## src/rtl/ns_pwm_pkg.sv

```systemverilog
package ns_pwm_pkg;

    localparam int NS_PHASES     = 5;
    localparam int NS_TICK_BITS  = 8;
    localparam int NS_GUARD_BITS = 4;
    localparam int NS_ORDER      = 2;

    // Quantizer mode captured with each sample.
    typedef enum logic {
        QM_SHAPED = 1'b0,
        QM_ROUND  = 1'b1
    } qmode_e;

    // Control issued by the period counter to every phase slice.
    typedef struct packed {
        logic   load;
        qmode_e mode;
    } period_ctl_t;

endpackage

```

## src/rtl/ns_tick_counter.sv

```systemverilog
module ns_tick_counter #(
    parameter int B = ns_pwm_pkg::NS_TICK_BITS
) (
    input  logic         clk,
    input  logic         rst,
    output logic [B-1:0] tick,
    output logic         wrap
);
    logic [B-1:0] tick_q;

    always_ff @(posedge clk) begin
        if (rst) tick_q <= '0;
        else     tick_q <= tick_q + 1'b1;
    end

    assign tick = tick_q;
    assign wrap = &tick_q;

    // Period boundary always returns the count to zero.
    assert_wrap_to_zero_R1: assert property (@(posedge clk) disable iff (rst)
        wrap |=> (tick_q == '0));
endmodule

```

## src/rtl/ns_phase_quant.sv

```systemverilog
module ns_phase_quant
    import ns_pwm_pkg::*;
#(
    parameter int B     = NS_TICK_BITS,
    parameter int F     = NS_GUARD_BITS,
    parameter int ORDER = NS_ORDER
) (
    input  logic          clk,
    input  logic          rst,
    input  period_ctl_t   ctl,
    input  logic [B+F-1:0] duty_ref,
    output logic [B:0]    duty_q
);
    localparam int UW = B + F;
    localparam int VW = B + F + 3;
    localparam int EW = F + 2;
    localparam logic signed [VW-1:0] HALF_V = VW'(2 ** (F - 1));
    localparam logic signed [VW-1:0] FULL_V = VW'(2 ** B);
    localparam logic signed [EW-1:0] HALF_E = EW'(2 ** (F - 1));

    logic signed [EW-1:0] e1_q, e_new;
    logic signed [VW-1:0] u_s, e1_x, fb, v, vr, rnd, qerr, y_s;
    logic [B:0]           y, duty_r;
    logic                 bypass;

    assign bypass = (ctl.mode == QM_ROUND);
    assign u_s    = $signed({3'b000, duty_ref});
    assign e1_x   = {{(VW-EW){e1_q[EW-1]}}, e1_q};

    // Weighting filter variant picked by ORDER.
    generate
        if (ORDER == 1) begin : g_first
            assign fb = e1_x;
        end else begin : g_second
            logic signed [EW-1:0] e2_q;
            logic signed [VW-1:0] e2_x;
            assign e2_x = {{(VW-EW){e2_q[EW-1]}}, e2_q};
            assign fb   = (e1_x <<< 1) - e2_x;
            always_ff @(posedge clk) begin
                if (rst)                    e2_q <= '0;
                else if (ctl.load && bypass) e2_q <= '0;
                else if (ctl.load)           e2_q <= e1_q;
            end
            assert_e2_bound_R7: assert property (@(posedge clk) disable iff (rst)
                (e2_q <= HALF_E) && (e2_q >= -HALF_E));
        end
    endgenerate

    always_comb begin
        v   = bypass ? u_s : (u_s + fb);
        vr  = v + HALF_V;
        rnd = vr >>> F;
        if (rnd[VW-1])        y = '0;
        else if (rnd > FULL_V) y = FULL_V[B:0];
        else                   y = rnd[B:0];
        y_s  = $signed({2'b00, y, {F{1'b0}}});
        qerr = v - y_s;
        if (qerr > HALF_V)       e_new = HALF_E;
        else if (qerr < -HALF_V) e_new = -HALF_E;
        else                     e_new = qerr[EW-1:0];
    end

    always_ff @(posedge clk) begin
        if (rst) begin
            e1_q   <= '0;
            duty_r <= '0;
        end else if (ctl.load) begin
            duty_r <= y;
            e1_q   <= bypass ? '0 : e_new;
        end
    end

    assign duty_q = duty_r;

    assert_e1_bound_R7: assert property (@(posedge clk) disable iff (rst)
        (e1_q <= HALF_E) && (e1_q >= -HALF_E));
    assert_duty_range_R5: assert property (@(posedge clk) disable iff (rst)
        duty_r <= FULL_V[B:0]);
    assert_round_clears_R6: assert property (@(posedge clk) disable iff (rst)
        (ctl.load && bypass) |=> (e1_q == '0));
    assert_hold_R3: assert property (@(posedge clk) disable iff (rst)
        !ctl.load |=> $stable(duty_r));

    logic unused_uw;
    assign unused_uw = (UW == 0);
endmodule

```

## src/rtl/ns_gate_slicer.sv

```systemverilog
module ns_gate_slicer #(
    parameter int B = ns_pwm_pkg::NS_TICK_BITS
) (
    input  logic         clk,
    input  logic         rst,
    input  logic [B-1:0] tick,
    input  logic [B:0]   duty_q,
    output logic         gate
);
    localparam logic [B:0] FULL = (B+1)'(2 ** B);

    logic [B:0] lo, hi, tick_x;

    always_comb begin
        tick_x = {1'b0, tick};
        lo     = (FULL - duty_q) >> 1;
        hi     = lo + duty_q;
        gate   = (tick_x >= lo) && (tick_x < hi);
    end

    assert_rail_low_R5: assert property (@(posedge clk) disable iff (rst)
        (duty_q == '0) |-> !gate);
    assert_rail_high_R5: assert property (@(posedge clk) disable iff (rst)
        (duty_q == FULL) |-> gate);
endmodule

```

## src/rtl/noise_shaped_pwm.sv

```systemverilog
module noise_shaped_pwm
    import ns_pwm_pkg::*;
#(
    parameter int PHASES     = NS_PHASES,
    parameter int TICK_BITS  = NS_TICK_BITS,
    parameter int GUARD_BITS = NS_GUARD_BITS,
    parameter int ORDER      = NS_ORDER
) (
    input  logic                                   clk,
    input  logic                                   rst,
    input  logic                                   round_only,
    input  logic [PHASES*(TICK_BITS+GUARD_BITS)-1:0] duty_ref,
    output logic                                   period_start,
    output logic [PHASES-1:0]                      gate
);
    localparam int UW = TICK_BITS + GUARD_BITS;

    logic [TICK_BITS-1:0] tick;
    logic                 wrap;
    period_ctl_t          ctl;

    ns_tick_counter #(.B(TICK_BITS)) u_cnt (
        .clk  (clk),
        .rst  (rst),
        .tick (tick),
        .wrap (wrap)
    );

    assign ctl.load     = wrap;
    assign ctl.mode     = round_only ? QM_ROUND : QM_SHAPED;
    assign period_start = wrap;

    generate
        for (genvar p = 0; p < PHASES; p++) begin : g_phase
            logic [TICK_BITS:0] dq;
            ns_phase_quant #(.B(TICK_BITS), .F(GUARD_BITS), .ORDER(ORDER)) u_q (
                .clk      (clk),
                .rst      (rst),
                .ctl      (ctl),
                .duty_ref (duty_ref[p*UW +: UW]),
                .duty_q   (dq)
            );
            ns_gate_slicer #(.B(TICK_BITS)) u_s (
                .clk    (clk),
                .rst    (rst),
                .tick   (tick),
                .duty_q (dq),
                .gate   (gate[p])
            );
        end
    endgenerate

    assert_reset_state_R2: assert property (@(posedge clk) disable iff (rst)
        $fell(rst) |-> ((gate == '0) && !period_start));
endmodule

```

## config.mk

```make
export PLATFORM = sky130hd
export DESIGN_NAME = noise_shaped_pwm
export DESIGN_NICKNAME = d
export VERILOG_FILES = /design/src/rtl/ns_pwm_pkg.sv /design/src/rtl/ns_tick_counter.sv /design/src/rtl/ns_phase_quant.sv /design/src/rtl/ns_gate_slicer.sv /design/src/rtl/noise_shaped_pwm.sv
export SDC_FILE = /design/constraint.sdc
export NUM_CORES = 1
export LEC_CHECK = 0
export CORE_AREA = 2 2 164 287
export DETAILED_ROUTE_END_ITERATION = 16
export DIE_AREA = 0 0 166 289
export SLEW_MARGIN = 20
export SYNTH_ARGS = -nofsm -noshare
export SYNTH_HDL_FRONTEND = slang
export SYNTH_SLANG_ARGS = --single-unit
```

## constraint.sdc

```tcl
create_clock -name clk -period 9.2 [get_ports clk]
set_input_delay 2.76 -clock clk [delete_from_list [all_inputs] [get_ports clk]]
set_output_delay 2.76 -clock clk [all_outputs]
set_load 0.03 [all_outputs]
```

==> results.json, run 1 <==
{
  "outcome": "completed",
  "finalHoldViolCount": 0,
  "cpMaxStageDelayCell": "clkdlybuf4s50_1",
  "fill_cells": 4545,
  "p_comb_frac": 0.337,
  "wl_per_cell_um": 16.4,
  "grt_pass1_wl_um": 85600,
  "slowest_delay_ps": 450,
  "synthTopCellsByCount": "nand2_1 (285), ha_1 (249), a21oi_1 (247), inv_1 (170), nor2_1 (157)",
  "skew_ps": 9.86,
  "clk_latency_ps": 440,
  "stdcell_area_mm2": 0.0209,
  "multiInputGateArea_mm2": 0.0149,
  "dieArea_mm2": 0.0480,
  "vias": 18204,
  "synthFlopType": "dfxtp_1",
  "power.density_mw_per_mm2": 89.1,
  "place_inst": 3190,
  "num_rows": 104,
  "ys_types": 111,
  "drive_gt1_frac": 0.103,
  "path_max_fanout": 11,
  "post-route-util": 0.457,
  "synth_top_area_cell": "ha_1",
  "clock_sinks": 113,
  "cp_data_arrival_time_ps": 9170,
  "internal_power_mw": 1.27,
  "drc": 0,
  "leakagePower_nw": 8.88,
  "grt_usage": 0.214,
  "yosysMostFrequentCell": "nand2_1",
  "synth-seq-cells": 113,
  "p_sw_frac": 0.320,
  "totalPowerFinal_mw": 1.86,
  "drv_slew": 0,
  "required_ps": 9580,
  "nNetsFinal": 2956,
  "max_freq_ghz": 0.114,
  "maxSlewHeadroom": 0.264,
  "ys_warn_count": 0,
  "grt_max_degree": 109,
  "async_flop_share": 0,
  "antenna_found_initial": 1,
  "fp.dieW_um": 166,
  "htree_levels": 4,
  "firstDrtPassIters": 5,
  "antenna_left": 0,
  "ys_top_cells_by_area": "ha_1 (17%), dfxtp_1 (13%), a21oi_1 (6.8%), xnor2_1 (6.1%), nand2_1 (5.9%)",
  "power_switching_mw": 0.596,
  "ys_seq_area_frac": 0.125,
  "grt_pass1_vias": 17947,
  "drt_wl_total_um": 52700,
  "whs_ps": 454,
  "layoutNonFillerInstCount": 3225,
  "root_buffer": "clkbuf_16",
  "critPathCaptureType": "register",
  "netlist_area_mm2": 0.0181,
  "worst-setup-path-type": "in2reg",
  "overflow": 0,
  "cts_buffers": 17,
  "cts_tree": "done",
  "synth.avg_cell_area_um2": 7.26,
  "synthCells": 2489,
  "via_per_inst": 5.64,
  "synth_fp_nets": 2817,
  "place.gp.congestion": 0.916,
  "hold_class": "reg2reg",
  "ir_worst_vdd_v": 0.0000950,
  "die_y_um": 289,
  "hpwlAfterDp_um": 42600,
  "core-area_mm2": 0.0457,
  "startpoint_type": "input pin",
  "layout.area.seq_mm2": 0.00226,
  "p_clk_frac": 0.396,
  "hold_buffers": 0,
  "tightest_slew_ps": 1100,
  "drt_iter0_markers": 646,
  "crit_top_cell": "a21oi_1",
  "initial_utilization": 0.395,
  "area_growth_pct": 15.6,
  "path_clk_slew_ps": 50,
  "p_seq_frac": 0.266,
  "synth_edf_count": 0,
  "synth_top_cell_area_share": 0.173,
  "fin_crit_sh": 0.955,
  "num_io_pins": 69,
  "setup_viol": 0,
  "place_area_mm2": 0.0201,
  "drv_cap": 0,
  "io_buffers": 68,
  "min_period_ps": 8780,
  "clk_path_buf_depth": 2
}
logic make-up (layout without fill, tap and decap cells):
| kind of cell | after synthesis | count (layout) | share of synthesized area |
|---|---|---|---|
| AND/OR/NAND/NOR | 942 | 942 | 0.264 |
| AO/OA/AOI/OAI | 708 | 708 | 0.260 |
| adder cells (fa/ha/maj) | 265 | 265 | 0.190 |
| buffers and inverters | 255 | 407 | 0.0577 |
| XOR/XNOR | 180 | 180 | 0.0873 |
| flip-flops | 113 | 113 | 0.125 |
| multiplexers | 26 | 26 | 0.0154 |
| other | 0 | 1 | 0 |
layer usage:
layer | part of all wire | up-vias | global-route usage
li1 | - | 9248 | -
met1 | 0.39 | 8539 | 0.220
met2 | 0.55 | 307 | 0.437
met3 | 0.021 | 110 | 0.0173
met4 | 0.037 | 0 | 0.0915
met5 | 0 | - | 0
power by group through the flow:
stage          clock network [mW]  logic, mW  registers (mW)
5_1_grt                     0.770      0.700           0.496
6_report                    0.738      0.628           0.496
3_3_place_gp                    0      0.598           0.506
3_5_place_dp                    0      0.610           0.506
4_1_cts                     0.750      0.613           0.496
2_1_floorplan                   0      0.407           0.504
worst max-delay path, delay by kind of cell:
kind,cells,cell delay (ps)
xor gates and xnor gates,2,240
buffers and inverters,4,960
AOI/OAI and AO/OA,14,2740
and+or+nand+nor,7,1140
adders and majority gates,4,1310
layout make-up:
| cell class | instances | share of cell area |
|---|---|---|
| diodes | 1 | 0.000120 |
| clock buffers | 22 | 0.0222 |
| clock inverters | 10 | 0.00869 |
| inverters | 172 | 0.0309 |
| multi-input cells | 2121 | 0.713 |
| flip-flops and latches | 113 | 0.108 |
| well taps | 583 | 0.0349 |
| repair buffers | 203 | 0.0814 |
cells in the final DEF, fill, tap and decap left out, drive strengths merged, types with 76 or more instances in the layout:
cell type	Yosys	routed
nand2	285	285
a21oi	251	251
ha	249	249
inv	172	172
nor2	157	157
o21ai	141	141
buf	35	137
xnor2	126	126
dfxtp	113	113
nand3	83	83
nand2b	77	77
nor3	76	76
registers in the layout, summed over array words and instances, names as in the netlist:
register	flops
g_phase.u_q.duty_q	45
g_phase.u_q.g_second.e2_q	30
g_phase.u_q.e1_q	30
u_cnt.tick	8
path summary, 6_finish.rpt:
kind | from | end | slack (ps) | cells past startpoint
hold / removal | g_phase[3].u_q.g_second.e2_q[5] | g_phase[3].u_q.g_second.e2_q[5] | 450 | 2
setup reg to reg | g_phase[3].u_q.g_second.e2_q[1] | g_phase[3].u_q.e1_q[2] | 1180 | 35
setup / recovery | duty_ref[36] | g_phase[3].u_q.e1_q[2] | 420 | 31
hold reg to reg | g_phase[3].u_q.g_second.e2_q[5] | g_phase[3].u_q.g_second.e2_q[5] | 450 | 2
repair_timing:
item                                    CTS  global route
hold endpoints to repair                  0             0
gates resized for setup                   0            37
buffers inserted                          0             2
endpoints found under the setup margin    0            22
metrics by stage:
stage	setup TNS, ps	setup WS, ps
floorplan	0	5.51
global route	-322	-80.7
finish	0	416
global placement	-431	-104
detailed placement	-1310	-112
CTS	0	332
(Power assumes the default switching activity.)
==> inputs of run 2 (changes only) <==
- CELL_PAD_IN_SITES_DETAIL_PLACEMENT: not set -> 2
- CELL_PAD_IN_SITES_GLOBAL_PLACEMENT: not set -> 2
- CORE_AREA: 2 2 164 287 -> 2 2 178 310
- DIE_AREA: 0 0 166 289 -> 0 0 180 312
- PLACE_DENSITY_LB_ADDON: not set -> 0.1
==> run 2 against run 1 <==
Against the previous run:
- die area is 17% higher
- first-iteration DRC count shrank 20%
- non-clock buffer count increased by 64
- sequential share of layout area shrank 0.37 points
- design area rose by 3.5%
- worst setup slack worse by 200 ps
- core utilization shrank 5.2 points
- power is 0.73% higher
- clock-buffer cell count is the same
- wire length increased by 32%
- combinational power increased by 9.2%
==> results.json, run 2 (synthesized netlist as in run 1, its figures left out) <==
{
  "outcome": "completed",
  "path_max_fanout": 5,
  "via_per_inst": 5.69,
  "drv_slew": 0,
  "fp.dieW_um": 180,
  "drv_cap": 0,
  "setup_viol": 0,
  "firstDrtPassIters": 6,
  "layoutNonFillerInstCount": 3388,
  "power.density_mw_per_mm2": 86.7,
  "num_io_pins": 69,
  "vias": 19264,
  "stdcell_area_mm2": 0.0216,
  "hold_class": "reg2reg",
  "area_growth_pct": 19.7,
  "min_period_ps": 8990,
  "clock_sinks": 113,
  "worst-setup-path-type": "in2reg",
  "clk_path_buf_depth": 2,
  "place_area_mm2": 0.0207,
  "io_buffers": 68,
  "grt_pass1_wl_um": 113000,
  "pre_cts_slack_ps": -702,
  "cp_data_arrival_time_ps": 9340,
  "skew_ps": 12.3,
  "ir_worst_vdd_v": 0.000134,
  "drc": 0,
  "most-common-layout-cells": "nand2_1 (285), ha_1 (248), a21oi_1 (240), buf_4 (198), inv_1 (169)",
  "core-area_mm2": 0.0534,
  "final_common_cell": "nand2_1",
  "htree_levels": 4,
  "leakagePower_nw": 9.20,
  "hold_buffers": 0,
  "root_buffer": "clkbuf_16",
  "use_met2": 0.521,
  "place_inst": 3353,
  "place.gp.congestion": 0.875,
  "tightest_slew_ps": 987,
  "hpwlAfterDp_um": 57400,
  "drt_iter0_markers": 519,
  "overflow": 0,
  "cts_buffers": 17,
  "dieArea_mm2": 0.0562,
  "n_antenna_cell": 0,
  "grt_use_met1": 0.236,
  "drt_wl_total_um": 69700,
  "num_rows": 112,
  "required_ps": 9550,
  "cts_tree": "done",
  "grt_usage": 0.246,
  "wl_per_cell_um": 20.6,
  "initial_utilization": 0.338,
  "maxSlewHeadroom": 0.336,
  "finalHoldViolCount": 0,
  "path_clk_slew_ps": 60,
  "antenna_found_initial": 0,
  "largest_register_ffs": 45,
  "nNetsFinal": 3020,
  "fin_crit_sh": 0.977,
  "grt_pass1_vias": 21879,
  "antenna_left": 0,
  "die_y_um": 312,
  "startpoint_type": "input pin",
  "max_freq_ghz": 0.111,
  "met3_usage": 0.0255,
  "critPathCaptureType": "register",
  "totalPowerFinal_mw": 1.87,
  "grt.busiest_layer": "met2",
  "grt_max_degree": 66,
  "worst_slack_ps": 211,
  "drive_gt1_frac": 0.135,
  "clk_latency_ps": 450
}
[run 2: changes by cell type in the layout (fill, tap and decap cells not counted), sizes merged]
| cell | delta |
|---|---|
| diode | -1 |
| clkinvlp | +2 |
| bufinv | -3 |
| buf | +64 |
[run 2: worst max-delay path: stages]
cell and delay, ps:
clkdlybuf4s50_1 410, ha_1 240, fa_1 420, a211o_4 390, a2111o_1 380, a31oi_1 200, mux2_2 380, a32oi_2 250
nor3_2 100, xor2_1 170, nor4_2 290, a21oi_1 160, or3_1 390, ha_1 300, nor2b_1 120, o21ai_0 190
a21boi_0 160, o21ai_1 230, a21oi_2 140, a31o_2 290, mux2i_2 180, nand4_1 140, or3_1 360, a211oi_2 270
mux2i_4 140, o31ai_1 240
[run 2: worst paths after layout]
check / start / endpoint / slack (ps) / cells past startpoint
min reg2reg: g_phase[3].u_q.g_second.e2_q[5] / g_phase[3].u_q.g_second.e2_q[5] / 460 / 2
min: g_phase[3].u_q.g_second.e2_q[5] / g_phase[3].u_q.g_second.e2_q[5] / 460 / 2
max reg2reg: g_phase[3].u_q.g_second.e2_q[1] / g_phase[3].u_q.e1_q[2] / 1170 / 35
max: duty_ref[24] / g_phase[2].u_q.e1_q[2] / 210 / 26
[run 2: power breakdown]
group | internal, mW | switching [mW]
Sequential | 0.491 | 0.00549
Combinational | 0.297 | 0.389
Clock | 0.424 | 0.268
Total | 1.21 | 0.662
[run 2: final cells by class]
type	instances	area (µm²)
clock inverters	9	106
inverters	172	646
flip-flops and latches	113	2260
clock buffers	22	484
well taps	684	856
multi-input cells	2121	15100
fillers	6376	31800
repair buffers	267	2190
[run 2: repair_timing]
item | CTS | global route
buffers inserted | 0 | 4
hold endpoints to repair | 0 | 0
cloned | 0 | 0
resized for setup | 9 | 64
setup endpoints to repair | 11 | 28
pin swaps | 0 | 13
[run 2: per-stage QoR]
stage,hold slack [ps],utilization,TNS [ps]
after global placement,443,0.388,-4060
after global routing,483,0.405,-426
final,459,0.405,0
after floorplan,436,-,0
after CTS,465,0.400,0
after detailed placement,456,0.388,-10250
[run 2: layer usage]
layer | wire length [µm] | part of all wire
met2 | 41000 | 0.59
met1 | 25600 | 0.37
met5 | 0 | 0
met4 | 2100 | 0.030
met3 | 1060 | 0.015
